`config.mk`:
```
export PLATFORM = sky130hd
export DESIGN_NAME = sm_crypto_exec
export DESIGN_NICKNAME = d
export VERILOG_FILES = /design/src/rtl/sm_crypto_exec.sv
export SDC_FILE = /design/constraint.sdc
export NUM_CORES = 1
export LEC_CHECK = 0
export BUFFER_PORTS_ARGS = -buffer_cell sky130_fd_sc_hd__buf_2
export CORE_MARGIN = 2
export CORE_UTILIZATION = 29
export DETAILED_ROUTE_END_ITERATION = 8
export PLACE_DENSITY_LB_ADDON = 0.2
export SLEW_MARGIN = 20
export SYNTH_ARGS = -nofsm -noshare
export SYNTH_HDL_FRONTEND = slang
export SYNTH_SLANG_ARGS = --single-unit
```
`constraint.sdc`:
```
create_clock -name clk -period 1.9 [get_ports clk]
set_input_delay 0.095 -clock clk [delete_from_list [all_inputs] [get_ports clk]]
set_output_delay 0.095 -clock clk [all_outputs]
set_load 0.02 [all_outputs]
```
`src/rtl/sm_crypto_exec.sv`:
```
module sm_crypto_exec #(
  parameter int XLEN = 32
) (
  input  logic            clk,
  input  logic            rst_n,
  input  logic            in_valid,
  input  logic [31:0]     instr,
  input  logic [XLEN-1:0] rs1_val,
  input  logic [XLEN-1:0] rs2_val,
  input  logic            hash_en,
  input  logic            cipher_en,
  output logic            step_valid,
  output logic            step_keysched,
  output logic [1:0]      step_bsel,
  output logic [31:0]     step_a,
  output logic [31:0]     step_b,
  input  logic [31:0]     step_res,
  output logic            out_valid,
  output logic [4:0]      out_rd,
  output logic [XLEN-1:0] out_data,
  output logic            out_we,
  output logic            out_illegal
);
  localparam logic [6:0] OPC_IMM = 7'b0010011;
  localparam logic [6:0] OPC_REG = 7'b0110011;

  logic [31:0] t, p0_val, p1_val, res32;
  logic        hit_p0, hit_p1, hit_ed, hit_ks, legal;
  logic [4:0]  rd;

  assign t  = rs1_val[31:0];
  assign rd = instr[11:7];

  assign hit_p0 = (instr[31:20] == 12'h108) && (instr[14:12] == 3'b001) && (instr[6:0] == OPC_IMM);
  assign hit_p1 = (instr[31:20] == 12'h109) && (instr[14:12] == 3'b001) && (instr[6:0] == OPC_IMM);
  assign hit_ed = (instr[29:25] == 5'b11000) && (instr[14:12] == 3'b000) && (instr[6:0] == OPC_REG);
  assign hit_ks = (instr[29:25] == 5'b11010) && (instr[14:12] == 3'b000) && (instr[6:0] == OPC_REG);

  assign legal = (hash_en && (hit_p0 || hit_p1)) || (cipher_en && (hit_ed || hit_ks));

  assign p0_val = t ^ {t[22:0], t[31:23]} ^ {t[14:0], t[31:15]};
  assign p1_val = t ^ {t[16:0], t[31:17]} ^ {t[8:0],  t[31:9]};

  assign step_valid    = in_valid && cipher_en && (hit_ed || hit_ks);
  assign step_keysched = hit_ks;
  assign step_bsel     = instr[31:30];
  assign step_a        = rs1_val[31:0];
  assign step_b        = rs2_val[31:0];

  always_comb begin
    if (hit_p0)      res32 = p0_val;
    else if (hit_p1) res32 = p1_val;
    else             res32 = step_res;
  end

  always_ff @(posedge clk) begin
    if (!rst_n) begin
      out_valid   <= 1'b0;
      out_rd      <= '0;
      out_data    <= '0;
      out_we      <= 1'b0;
      out_illegal <= 1'b0;
    end else begin
      out_valid   <= in_valid;
      out_rd      <= in_valid ? rd : 5'd0;
      out_data    <= (in_valid && legal) ? XLEN'($signed(res32)) : '0;
      out_we      <= in_valid && legal && (rd != 5'd0);
      out_illegal <= in_valid && !legal;
    end
  end
endmodule


```
==> metrics.txt <==
outcome complete, no violations; post-route setup slack ~0.48 ns; final setup fails 0; layout overhead on the synthesized area 20.4%; hold buffer count at CTS 0; Initial Util 29.4%; Post-Synthesis Mean Instance Area just under 10 sq um; GR Util met3 ~3.8%; # diodes 0; GRT Overall Usage approximately 15%; Synth cell types 27; Crit. End Element flip-flop; final layout net count roughly 540; Post-synth EDFFs 0; Crit. Startpoint instr[31]; Root Driver clkbuf_8; Longest Clk Path Bufs 2; maximum VDD drop approximately 0.25 mV; Total Routed Length 8.32 mm; Mapped Nets approximately 440; RSZ-0062 raised after global routing no; # DRC 0; synth warn 0; fin crit period roughly 1.4 ns; CP Max Fanout 16; die area about 11000 sq um; Via density roughly 4.3; Num CTS Buffers 5; met1 GRT Util between 10% and 20%; f_max 0.702 GHz; crit path capture out_data[2]; crit start category input port; Final period util between 70% and 80%; Util after Layout 35.4%; PD cells between 500 and 600 nW/um^2; gpl congestion 0.784; worst slew pin tran between 0.3 and 0.4 ns; DRT Pass-1 Iters 4; fraction of layout cells with a size suffix above 1 52.9%; largest stage delay on the critical path around 0.57 ns; clk slew on worst S/H paths 0.08 ns; Die H 105 microns; Leakage about 1.7 nW; gr ovfl total 0; area of the core ~10000 sq um; drt initial violations between 60 and 70; largest net degree at the start of global routing 33; CP Data Arrival Time 1.63 ns; GR peak layer met2; Mapped Area roughly 3000 sq um; Detailed Place HPWL approximately 7 mm; number of core rows 37; CTS tree yes; die width about 110 microns; CP required approximately 2.1 ns; sequential fraction of the synthesis area between 20% and 30%; Num Clock Sinks 40; Post-synth ARST share 0%; Rel. slew slack 77.1%; Vias around 2300; post_cts resized 0; Antenna Nets Post-Route 0; buffers added on ports 171; vias in the first global route about 2400; initial antenna violation count 1; fin. max-slew vios 0; buffer count from post-CTS setup fixing 0; H-tree depth 2; drt wl/cell 15.2 microns; Final Hold Viols 0; dpl ws approximately 0.15 ns; hold crit path type in2reg; max_cap viols 0; Crit Path Class in2reg; IO Pins 241; grt met2 use between 20% and 30%; Synth Instances approximately 310; main flop type after synthesis dfxtp_1; commonest non-fill, non-tap cell in the layout buf_2; most frequent cells in the layout buf_2, xnor2_1, dfxtp_1, nor2_1, mux2i_1; Slowest cell on crit path or4b_4; global-route wire length before repair about 13 mm; setup tns final 0 ns; Yosys reg bits 40; crit-path cells buf_2 -> or4b_4 -> nor4_4 -> o211ai_4 -> buf_4 -> a211oi_1
-- cells by family after synthesis --
| logic type | after synthesis | share of synthesized area (%) |
|---|---|---|
| buffers and inverters | 80 | 19.8 |
| XOR/XNOR | 64 | 18.8 |
| AND/OR/NAND/NOR | 54 | 10.0 |
| flip-flops | 40 | 26.9 |
| AO/OA/AOI/OAI | 35 | 13.8 |
| multiplexers | 32 | 10.7 |
-- cell type report --
type                            count  area, sq um
Clock buffer                        6         72.6
Clock inverter                      1         5.00
Fill cell                        1088         6550
Inverter                            1         3.75
Multi-Input combinational cell    185         1600
Sequential cell                    40          801
Tap cell                          136          170
Timing Repair Buffer              177          938
-- sequential cells by signal (all words and copies together) (netlist names) --
register     count
out_rd           5
out_valid        1
out_illegal      1
out_we           1
out_data        32
-- worst min-delay path by stage --
stage | from | end | slack, ns | depth (start not counted)
5_1_grt | instr[9] | out_rd[2] | 0.05 | 2
2_1_floorplan | in_valid | out_rd[0] | 0.24 | 1
3_5_place_dp | rs2_val[10] | step_b[10] | 0.19 | 0
4_1_cts | instr[11] | out_rd[4] | 0.03 | 2
6_report | instr[11] | out_rd[4] | 0.05 | 2
3_3_place_gp | rs2_val[10] | step_b[10] | 0.19 | 0
-- Yosys cell counts, types with 2 or more instances --
| cell type | count | area, sq um |
|---|---|---|
| a211oi_2 | 29 | 363 |
| buf_2 | 6 | 30.0 |
| and4_1 | 2 | 17.5 |
| mux2i_1 | 32 | 320 |
| and2_1 | 2 | 12.5 |
| dfxtp_1 | 40 | 801 |
| buf_4 | 69 | 518 |
| buf_6 | 3 | 33.8 |
| a211oi_1 | 3 | 22.5 |
| and3_1 | 6 | 37.5 |
| nor2_1 | 34 | 128 |
| xnor2_1 | 64 | 561 |
-- critical path: cells and delay by family --
family | cells | cell delay (ns)
and+or+nand+nor | 2 | 0.87
AOI/OAI and AO/OA | 2 | 0.33
buffers and inverters | 2 | 0.34
-- metal layers --
layer	part of all wire [%]	vias up	routed length [microns]
met5	0.16	-	13
met2	49	106	4090
met4	1.9	2	161
met1	42	1035	3480
li1	-	1170	-
met3	6.9	31	577
-- metrics by stage --
stage          instances  power, mW  hold WS (ns)  instance area, sq um
2_1_floorplan        305       1.40         0.241                  2980
3_3_place_gp         539       1.52         0.190                  3510
3_5_place_dp         539       1.52         0.190                  3510
4_1_cts              546       2.10        0.0346                  3590
5_1_grt              546       2.18        0.0451                  3590
6_report             546       2.05        0.0501                  3590
-- power breakdown --
group          switching (mW)  total (mW)  internal, mW  leakage [nW]
Combinational           0.365       0.646         0.281          1.32
Clock                   0.306       0.557         0.251        0.0410
Sequential            0.00152       0.845         0.844         0.323
Total                   0.673        2.05          1.38          1.68
Note: power is estimated with default switching activity, not from simulation.
